<file path="config.mk">
export PLATFORM = sky130hd
export DESIGN_NAME = pflash_cmd_engine
export DESIGN_NICKNAME = d
export VERILOG_FILES = /design/src/rtl/pflash_pkg.sv /design/src/rtl/pflash_store.sv /design/src/rtl/pflash_wbuf.sv /design/src/rtl/pflash_status.sv /design/src/rtl/pflash_cmd_engine.sv
export SDC_FILE = /design/constraint.sdc
export NUM_CORES = 1
export LEC_CHECK = 0
export ABC_CLOCK_PERIOD_IN_PS = 3900
export BUFFER_PORTS_ARGS = -buffer_cell sky130_fd_sc_hd__buf_4
export CAP_MARGIN = 30
export CORE_MARGIN = 5
export CORE_UTILIZATION = 30
export DETAILED_ROUTE_END_ITERATION = 10
export PLACE_DENSITY_LB_ADDON = 0.05
export SLEW_MARGIN = 0
export SYNTH_ARGS = -nofsm -noshare
export SYNTH_HDL_FRONTEND = slang
export SYNTH_HIERARCHICAL = 1
export SYNTH_SLANG_ARGS = --single-unit
</file>
<file path="constraint.sdc">
create_clock -name clk -period 3.9 [get_ports clk]
set_input_delay 0.39 -clock clk [delete_from_list [all_inputs] [get_ports clk]]
set_output_delay 0.39 -clock clk [all_outputs]
set_load 0.1 [all_outputs]
</file>
<file path="src/rtl/pflash_pkg.sv">
// Shared types and codes for the parallel flash command interpreter.
// Assumes 8-bit command codes carried in the low byte of a bus write.
package pflash_pkg;

    typedef enum logic [2:0] {
        ST_CMD,        // waiting for a command byte
        ST_PROG,       // next write is single-word program data
        ST_ERASE_CONF, // next write must be the erase confirm byte
        ST_BUF_CNT,    // next write carries the buffered word count
        ST_BUF_DATA    // collecting buffered data words
    } fsm_state_t;

    localparam int STAT_READY = 7;
    localparam int STAT_EERR  = 5;
    localparam int STAT_PERR  = 4;

    localparam logic [7:0] OP_PROG_A   = 8'h10;
    localparam logic [7:0] OP_PROG_B   = 8'h40;
    localparam logic [7:0] OP_ERASE    = 8'h20;
    localparam logic [7:0] OP_CONFIRM  = 8'hD0;
    localparam logic [7:0] OP_BUFWR    = 8'hE8;
    localparam logic [7:0] OP_CLRSTAT  = 8'h50;
    localparam logic [7:0] OP_READARR  = 8'hFF;

endpackage

</file>
<file path="src/rtl/pflash_store.sv">
// Flash array storage: one register per word, erased to all ones at reset.
// Supports a single-word AND-program, a whole-sector erase and a masked
// block commit, each completing in one cycle. Assumes at most one of the
// three enables is high in a cycle and that BLK_LG >= 1, SEC_LG < ADDR_W.
module pflash_store #(
    parameter int ADDR_W = 6,
    parameter int DATA_W = 8,
    parameter int SEC_LG = 4,
    parameter int BLK_LG = 2
) (
    input  logic                     clk,
    input  logic                     rst_n,
    input  logic [ADDR_W-1:0]        rd_addr,
    output logic [DATA_W-1:0]        rd_data,
    input  logic                     prog_en,
    input  logic [ADDR_W-1:0]        prog_addr,
    input  logic [DATA_W-1:0]        prog_data,
    input  logic                     erase_en,
    input  logic [ADDR_W-1:0]        erase_addr,
    input  logic                     commit_en,
    input  logic [ADDR_W-1:0]        commit_addr,
    input  logic [(1<<BLK_LG)-1:0]   commit_mask,
    input  logic [(1<<BLK_LG)*DATA_W-1:0] commit_data
);
    localparam int WORDS = 1 << ADDR_W;
    localparam int BLK   = 1 << BLK_LG;

    logic [DATA_W-1:0] words [WORDS];

    // Read port: plain combinational lookup.
    assign rd_data = words[rd_addr];

    for (genvar w = 0; w < WORDS; w++) begin : g_word
        localparam logic [ADDR_W-1:0] WA   = ADDR_W'(w);
        localparam int                LANE = w % BLK;

        logic              hit_sec;
        logic              hit_blk;
        logic              hit_prog;
        logic [DATA_W-1:0] word_q;

        assign hit_sec  = erase_en && (erase_addr[ADDR_W-1:SEC_LG] == WA[ADDR_W-1:SEC_LG]);
        assign hit_blk  = commit_en && commit_mask[LANE]
                          && (commit_addr[ADDR_W-1:BLK_LG] == WA[ADDR_W-1:BLK_LG]);
        assign hit_prog = prog_en && (prog_addr == WA);

        // Word update: erase wins, then block commit, then single program.
        always_ff @(posedge clk) begin
            if (!rst_n) begin
                word_q <= '1;
            end else if (hit_sec) begin
                word_q <= '1;
            end else if (hit_blk) begin
                word_q <= word_q & commit_data[LANE*DATA_W +: DATA_W];
            end else if (hit_prog) begin
                word_q <= word_q & prog_data;
            end
        end

        assign words[w] = word_q;
    end

endmodule

</file>
<file path="src/rtl/pflash_wbuf.sv">
// Write buffer for the buffered block write. Loads a remaining-word count,
// captures each data word into the lane given by the low address bits, and
// presents the buffered lanes (including the word of the current write) so
// the final write can be committed in the same cycle. Assumes load and wr are
// never high together.
module pflash_wbuf #(
    parameter int ADDR_W = 6,
    parameter int DATA_W = 8,
    parameter int BLK_LG = 2
) (
    input  logic                     clk,
    input  logic                     rst_n,
    input  logic                     load,
    input  logic [BLK_LG-1:0]        load_cnt,
    input  logic                     wr,
    input  logic [ADDR_W-1:0]        wr_addr,
    input  logic [DATA_W-1:0]        wr_data,
    output logic                     last,
    output logic [(1<<BLK_LG)-1:0]   commit_mask,
    output logic [(1<<BLK_LG)*DATA_W-1:0] commit_data
);
    localparam int BLK = 1 << BLK_LG;

    logic [BLK_LG-1:0]     cnt_q;
    logic [BLK-1:0]        valid_q;
    logic [BLK*DATA_W-1:0] buf_q;
    logic [BLK_LG-1:0]     lane;

    assign lane = wr_addr[BLK_LG-1:0];
    assign last = wr && (cnt_q == '0);

    // Count, valid lanes and buffered data.
    always_ff @(posedge clk) begin
        if (!rst_n) begin
            cnt_q   <= '0;
            valid_q <= '0;
            buf_q   <= '1;
        end else if (load) begin
            cnt_q   <= load_cnt;
            valid_q <= '0;
        end else if (wr) begin
            cnt_q                          <= cnt_q - 1'b1;
            valid_q[lane]                  <= 1'b1;
            buf_q[lane*DATA_W +: DATA_W]   <= wr_data;
        end
    end

    for (genvar l = 0; l < BLK; l++) begin : g_lane
        logic hit;
        assign hit = wr && (lane == BLK_LG'(l));
        assign commit_mask[l] = valid_q[l] | hit;
        assign commit_data[l*DATA_W +: DATA_W] = hit ? wr_data : buf_q[l*DATA_W +: DATA_W];
    end

endmodule

</file>
<file path="src/rtl/pflash_status.sv">
// Status byte: ready flag plus sticky erase and program error flags.
// Reset gives ready with no errors. Assumes err_clr never coincides with an
// error set (the command decoder guarantees this).
module pflash_status (
    input  logic       clk,
    input  logic       rst_n,
    input  logic       ready_clr,
    input  logic       ready_set,
    input  logic       perr_set,
    input  logic       eerr_set,
    input  logic       err_clr,
    output logic [7:0] status
);
    import pflash_pkg::*;

    logic ready_q;
    logic perr_q;
    logic eerr_q;

    // Flag registers.
    always_ff @(posedge clk) begin
        if (!rst_n) begin
            ready_q <= 1'b1;
            perr_q  <= 1'b0;
            eerr_q  <= 1'b0;
        end else begin
            if (ready_set)      ready_q <= 1'b1;
            else if (ready_clr) ready_q <= 1'b0;
            if (err_clr) begin
                perr_q <= 1'b0;
                eerr_q <= 1'b0;
            end else begin
                if (perr_set) perr_q <= 1'b1;
                if (eerr_set) eerr_q <= 1'b1;
            end
        end
    end

    // Pack the flags into their byte positions.
    always_comb begin
        status             = '0;
        status[STAT_READY] = ready_q;
        status[STAT_EERR]  = eerr_q;
        status[STAT_PERR]  = perr_q;
    end

endmodule

</file>
<file path="src/rtl/pflash_cmd_engine.sv">
// Top of the parallel flash command interpreter. Decodes bus writes into
// program, erase, buffered write and status commands, drives the array,
// write buffer and status register, and selects array or status for reads.
// Assumes one bus write per cycle at most; all operations finish at once.
module pflash_cmd_engine #(
    parameter int ADDR_W       = 6,
    parameter int DATA_W       = 8,
    parameter int SECTOR_WORDS = 16,
    parameter int BLOCK_WORDS  = 4
) (
    input  logic              clk,
    input  logic              rst_n,
    input  logic              wr_protect,
    input  logic              bus_we,
    input  logic [ADDR_W-1:0] bus_addr,
    input  logic [DATA_W-1:0] bus_wdata,
    output logic [DATA_W-1:0] bus_rdata
);
    import pflash_pkg::*;

    localparam int SEC_LG = $clog2(SECTOR_WORDS);
    localparam int BLK_LG = $clog2(BLOCK_WORDS);
    localparam int BLK    = 1 << BLK_LG;

    fsm_state_t state_q, state_nxt;
    logic       show_status_q, show_status_nxt;
    logic [7:0] cmd;
    logic [7:0] status;
    logic [DATA_W-1:0] array_rd;

    logic prog_en, erase_en, commit_en;
    logic buf_load, buf_wr, buf_last;
    logic ready_clr, ready_set, perr_set, eerr_set, err_clr;
    logic [BLK-1:0]        commit_mask;
    logic [BLK*DATA_W-1:0] commit_data;

    assign cmd = bus_wdata[7:0];

    // Command decoder: next state, read view and one-cycle control strobes.
    always_comb begin
        state_nxt       = state_q;
        show_status_nxt = show_status_q;
        prog_en   = 1'b0;
        erase_en  = 1'b0;
        commit_en = 1'b0;
        buf_load  = 1'b0;
        buf_wr    = 1'b0;
        ready_clr = 1'b0;
        ready_set = 1'b0;
        perr_set  = 1'b0;
        eerr_set  = 1'b0;
        err_clr   = 1'b0;
        if (bus_we) begin
            unique case (state_q)
                ST_CMD: begin
                    unique case (cmd)
                        OP_PROG_A, OP_PROG_B: begin
                            state_nxt       = ST_PROG;
                            show_status_nxt = 1'b1;
                            ready_clr       = 1'b1;
                        end
                        OP_ERASE: begin
                            state_nxt       = ST_ERASE_CONF;
                            show_status_nxt = 1'b1;
                            ready_clr       = 1'b1;
                        end
                        OP_BUFWR: begin
                            state_nxt       = ST_BUF_CNT;
                            show_status_nxt = 1'b1;
                            ready_clr       = 1'b1;
                        end
                        OP_CLRSTAT: begin
                            err_clr         = 1'b1;
                            show_status_nxt = 1'b1;
                        end
                        OP_READARR: begin
                            show_status_nxt = 1'b0;
                        end
                        default: ;
                    endcase
                end
                ST_PROG: begin
                    prog_en   = !wr_protect;
                    perr_set  = wr_protect;
                    ready_set = 1'b1;
                    state_nxt = ST_CMD;
                end
                ST_ERASE_CONF: begin
                    if (cmd == OP_CONFIRM) begin
                        erase_en = !wr_protect;
                        eerr_set = wr_protect;
                    end else begin
                        perr_set = 1'b1;
                        eerr_set = 1'b1;
                    end
                    ready_set = 1'b1;
                    state_nxt = ST_CMD;
                end
                ST_BUF_CNT: begin
                    buf_load  = 1'b1;
                    state_nxt = ST_BUF_DATA;
                end
                ST_BUF_DATA: begin
                    buf_wr = 1'b1;
                    if (buf_last) begin
                        commit_en = !wr_protect;
                        perr_set  = wr_protect;
                        ready_set = 1'b1;
                        state_nxt = ST_CMD;
                    end
                end
                default: state_nxt = ST_CMD;
            endcase
        end
    end

    // State and read-view registers.
    always_ff @(posedge clk) begin
        if (!rst_n) begin
            state_q       <= ST_CMD;
            show_status_q <= 1'b0;
        end else begin
            state_q       <= state_nxt;
            show_status_q <= show_status_nxt;
        end
    end

    pflash_store #(
        .ADDR_W (ADDR_W),
        .DATA_W (DATA_W),
        .SEC_LG (SEC_LG),
        .BLK_LG (BLK_LG)
    ) store_i (
        .clk         (clk),
        .rst_n       (rst_n),
        .rd_addr     (bus_addr),
        .rd_data     (array_rd),
        .prog_en     (prog_en),
        .prog_addr   (bus_addr),
        .prog_data   (bus_wdata),
        .erase_en    (erase_en),
        .erase_addr  (bus_addr),
        .commit_en   (commit_en),
        .commit_addr (bus_addr),
        .commit_mask (commit_mask),
        .commit_data (commit_data)
    );

    pflash_wbuf #(
        .ADDR_W (ADDR_W),
        .DATA_W (DATA_W),
        .BLK_LG (BLK_LG)
    ) wbuf_i (
        .clk         (clk),
        .rst_n       (rst_n),
        .load        (buf_load),
        .load_cnt    (bus_wdata[BLK_LG-1:0]),
        .wr          (buf_wr),
        .wr_addr     (bus_addr),
        .wr_data     (bus_wdata),
        .last        (buf_last),
        .commit_mask (commit_mask),
        .commit_data (commit_data)
    );

    pflash_status status_i (
        .clk       (clk),
        .rst_n     (rst_n),
        .ready_clr (ready_clr),
        .ready_set (ready_set),
        .perr_set  (perr_set),
        .eerr_set  (eerr_set),
        .err_clr   (err_clr),
        .status    (status)
    );

    // Read mux: status view or array word.
    assign bus_rdata = show_status_q ? DATA_W'(status) : array_rd;

endmodule

</file>
# Word-level counts from Yosys, hierarchy flattened
# Cells that the tools add are included.
[totals]
register_bits = 557
in_bits = 18
out_inout_bits = 8
word_cells = 714
[op_classes]
n_addsub = 2
n_lt_le_gt_ge = 3
eq_ne = 97
n_shift = 2
n_mux = 173
n_bitwise = 136
n_reduce_logical = 229
[op_table]
columns = ["cell", "n"]
rows = [
  ["$mux 8", 135],
  ["$and 8x8->8", 128],
  ["$eq 6x6->1 const B", 32],
  ["$logic_and 1x1->1", 142],
  ["$reduce_bool 2->1", 66],
  ["$eq 6x5->1 const B", 16],
  ["$bmux 8 s6", 1],
  ["$eq 6x4->1 const B", 8],
  ["$neg 5->34", 1],
  ["$shift 8x34->32 const A", 1],
  ["$shiftx 8x34->32", 1],
  ["$bwmux 32", 1],
  ["$eq 4x4->1 const B", 8],
  ["$mux 1", 27],
  ["$eq 6x3->1 const B", 4],
  ["$eq 8x8->1 const B", 3],
  ["$pmux 3 s3", 2],
  ["$reduce_or 2->1", 9],
  ["$eq 4x3->1 const B", 4],
  ["$eq 8x7->1 const B", 2],
  ["$eq 6x2->1 const B", 2],
  ["$eq 2x2->1 const B", 4],
  ["$eq 4x2->1 const B", 2],
  ["$eq 8x5->1 const B", 1],
  ["31 further kinds", 42],
]

# Depth between registers and ports, before layout
[depth]
word_depth = 10
mapped_depth = 14
depth_no_buf = 9

# Cells and area by module
# The synthesis kept the hierarchy.
[modules_own_cells]
columns = ["module", "n_inst", "cells_per_inst", "area_each_um2", "seq_area_each_um2"]
rows = [
  ["pflash_store", 1, 2230, 22447.8, 10249.8],
  ["pflash_wbuf", 1, 193, 2008.2, 760.7],
  ["pflash_cmd_engine", 1, 68, 536.8, 80.1],
  ["pflash_status", 1, 19, 158.9, 60.1],
]

# Least setup slack after synthesis
# Ideal clock, no wire load.
[synth_path]
kind = "input to output"
from = "input bus_addr[0]"
to = "output bus_rdata[0]"
arrival_ps = 2469
required_ps = 3510
path_slack_ps = 1041
path_stages = 8
n_path_buf = 3
cell_sequence = "buf_2 -> buf_4 -> buf_2 -> mux4_2 -> o221ai_1 -> nor2_1 -> a22o_1 -> mux2_2"
[synth_via]
elab_chain_len = 5
[synth_lines]
columns = ["element", "line", "source"]
rows = [
  ["start: declaration", "pflash_cmd_engine.sv:15", "input logic [ADDR_W-1:0] bus_addr,"],
  ["$not 6->7 (not written as such)", "pflash_store.sv:31", "assign rd_data = words[rd_addr];"],
  ["$bmux 8 s6", "pflash_store.sv:31", ""],
  ["$mux 8 (not written as such) (2 in a row)", "pflash_store.sv:31", ""],
  ["net array_rd[0]", "pflash_cmd_engine.sv:29", "logic [DATA_W-1:0] array_rd;"],
  ["$mux 8", "pflash_cmd_engine.sv:178", "assign bus_rdata = show_status_q ? DATA_W'(status) : array_rd;"],
  ["end: declaration", "pflash_cmd_engine.sv:17", "output logic [DATA_W-1:0] bus_rdata"],
]
# The timed path passes the listed nets, and every way through them passes these cells. The select of a mux whose other input is x is not followed.

# Final worst setup path
# Same ends and word-level chain as after synthesis.

==> flow_metrics.tcl <==
set metrics [dict create \
    cts_setup_buffers 0 \
    clk_path_buf_depth 3 \
    cts_hold_buf 0 \
    endpoint_kind "output port" \
    fp.dieH_microns 299.6 \
    nNetsFinal 2540 \
    synth_cell_type_count 56 \
    period_share_pct 94.33 \
    grt_pass1_vias 21825 \
    slew_headroom_pct 31.59 \
    crit_top_cell "mux2_2" \
    hold_viol 0 \
    grt_max_degree 129 \
    layout_commonest_cell "nand2_1" \
    arrival_ns 3.29 \
    routed_wl_microns 120200 \
    root_buffer "clkbuf_16" \
    synth-seq-cells 557 \
    grtUsageTotal_pct 25.98 \
    wl_per_cell_microns 32.99 \
    grt_overflow_total 0 \
    hold_end "state_q[1]" \
    io_pins 26 \
    insertion_delay_ns 0.61 \
    portBuffers 25 \
    slowest_stage "mux4_2" \
    drc 0 \
    rows 106 \
    clkSlewWorstSetupHoldPaths_ns 0.05 \
    tns_ns 0 \
    instances_no_fill 3644 \
    htreeDepth 3 \
    maxCapViolations 0 \
    synth_cells 2510 \
    mostFrequentLayoutCells "nand2_1 (590), dfxtp_1 (557), o221ai_1 (520), buf_4 (178), mux4_2 (128)" \
    fin_area_sq_mm 0.02944 \
    synthFlopType "dfxtp_1" \
    start_util_pct 30.15 \
    r2r_setup_slack_ns 0.82 \
    crit_type "primary input to output port" \
    dpl.hpwl_microns 74360 \
    yosysTopAreaCellShare_pct 44.33 \
    start_kind "primary input" \
    ys_warn_count 6 \
    grt_pass1_wl_microns 171400 \
    slew_viol_final 0 \
    layout_min_cycle_time_ns 3.679 \
    vias 22849 \
    core_area_sq_mm 0.08342 \
    vias_per_cell 6.270 \
    synth_area_leader_cell "dfxtp_1" \
    drt-initial-drc-count 2566 \
    netlist_top_cells_area "dfxtp_1 (44%), o221ai_1 (18%), mux4_2 (11%), nand2_1 (8.8%), clkbuf_1 (2.6%)" \
    cp_cell_sequence "buf_6 -> mux4_2 -> mux2_2 -> a21oi_1 -> o21ai_1 -> a22o_1 -> mux2_2 -> buf_4" \
    area_growth_pct 17.05 \
    tightest_slew_ns 1.026 \
    powerDensity_mw_per_mm2 444.0 \
    syn_avg_cell_area_sq_um 10.02 \
    final_core_util_pct 35.29 \
    crit_fanout 41 \
    cts_tree "yes" \
    hold_depth 3 \
    synth_area_sq_mm 0.02515 \
    cts.sink_count 557 \
    synth-async-reset-ratio_pct 0 \
    grt_setup_unrepaired "no" \
    drive_above_1_share_pct 19.97 \
    hold_path_class "primary input to flip-flop" \
    dieWidth_microns 299.6 \
    antenna_found_initial 1 \
    gp_congestion 0.8826 \
    diodes 0 \
    cts.repair.resized 0 \
    status "complete, no violations" \
    holdCritStartpoint "bus_we" \
    ff2ff_path_depth 11 \
    place_area_sq_mm 0.02708 \
    dieArea_sq_mm 0.08973 \
    ant_nets 0 \
    max_freq_mhz 271.8 \
    leakage_uw 0.009643 \
    cts_buffers 70 \
    synth-edff-count 0 \
    fin_skew_ns 0.02636 \
    timing.rr.end "store_i/g_word[51].word_q[6]" \
    reg2reg_from "state_q[2]" \
    dr.pass1.iters 5 \
    ir_worst_vdd_mv 0.2485 \
    ys_seq_area_share_pct 44.33 \
    required_ns 3.51 \
    critPathMaxStageDelay_ns 0.60 \
    setup_viol 0 \
    place_inst 3520 \
]
## critical path, delay by kind of cell
kind | cells | cell delay [ns]
buffers and inverters | 2 | 0.77
muxes | 3 | 1.26
AOI/OAI and AO/OA | 3 | 0.84
## power breakdown
part	leakage, uW	switching, uW	total, uW	internal [uW]
Sequential	0.00451	0.983	5690	5690
Combinational	0.00397	561	733	172
Clock	0.00116	2630	6650	4010
## synth_stat cells (3+ instances only)
| master | n |
|---|---|
| nand2_1 | 590 |
| dfxtp_1 | 557 |
| o221ai_1 | 520 |
| clkbuf_1 | 177 |
| mux4_2 | 128 |
| nand3_1 | 66 |
| mux2_2 | 49 |
| buf_1 | 46 |
| nand2b_1 | 45 |
| nor2_1 | 38 |
| a22o_1 | 37 |
| buf_2 | 28 |
| a21oi_1 | 23 |
| mux2i_1 | 17 |
| o22ai_1 | 17 |
| buf_4 | 14 |
| nor2b_1 | 14 |
| o21ai_0 | 12 |
| nor3_1 | 11 |
| inv_1 | 10 |
| ha_1 | 9 |
| a211oi_1 | 8 |
| and2_1 | 8 |
| o21ai_1 | 8 |
| o32ai_1 | 8 |
| nand3_2 | 5 |
| nor3b_1 | 5 |
| and4b_1 | 4 |
| nand3b_1 | 4 |
| nor4b_2 | 4 |
| nor4bb_1 | 4 |
| a32o_1 | 3 |
| and3_1 | 3 |
| nand2_2 | 3 |
| nand4_1 | 3 |
| o31ai_1 | 3 |
## metrics by stage
step | total power (uW) | hold WS, ns | worst slack, ns
finish | 13070 | 0.1187 | 0.2213
global placement | 6543 | 0.4472 | 0.2617
floorplan | 6241 | 0.4280 | 1.041
global route | 13470 | 0.1347 | 0.1165
CTS | 13210 | 0.08211 | 0.2635
detailed placement | 6541 | 0.4526 | 0.2644
## cell families (layout without fill, tap and decap cells)
group,count (synthesis),in the layout,synth area share [%]
simple gates,824,824,14.64
flops,557,557,44.33
compound gates,646,646,21.62
other cells,1,5,0.01491
fa+ha+maj,9,9,0.4477
mux,194,194,14.33
buf+inv,277,327,4.542
xor+xnor,2,2,0.06966
## layout make-up
cell class,count,area [sq um]
fill,8361,53980
tap,1080,1351
clock buffer,106,2161
timing repair buffer,194,1639
inverter,10,37.54
multi-input combinational,1680,12920
clock inverter,17,177.7
sequential,557,11150
## layer usage
layer / share of wire [%] / global-route usage [%] / vias to the layer above
li1: - / - / 9779
met1: 46 / 38.63 / 11691
met2: 42 / 37.70 / 1163
met3: 7.4 / 4.490 / 214
met4: 3.8 / 9.323 / 2
met5: 0.050 / 0.4870 / -
## worst max-delay path by stage
stage | from | to | slack [ns] | cells past startpoint
floorplan | bus_addr[0] | bus_rdata[0] | 1.04 | 8
global placement | bus_addr[0] | bus_rdata[3] | 0.26 | 8
detailed placement | bus_addr[0] | bus_rdata[3] | 0.26 | 8
CTS | bus_addr[0] | bus_rdata[3] | 0.26 | 8
global route | bus_addr[0] | bus_rdata[0] | 0.12 | 8
finish | bus_addr[0] | bus_rdata[0] | 0.22 | 8
## registers in the layout, indices dropped and copies added (netlist names)
register,count
show_status_q,1
state_q,3
status_i/eerr_q,1
status_i/perr_q,1
status_i/ready_q,1
store_i/g_word.word_q,512
wbuf_i/buf_q,32
wbuf_i/cnt_q,2
wbuf_i/valid_q,4
(Power assumes the default switching activity.)
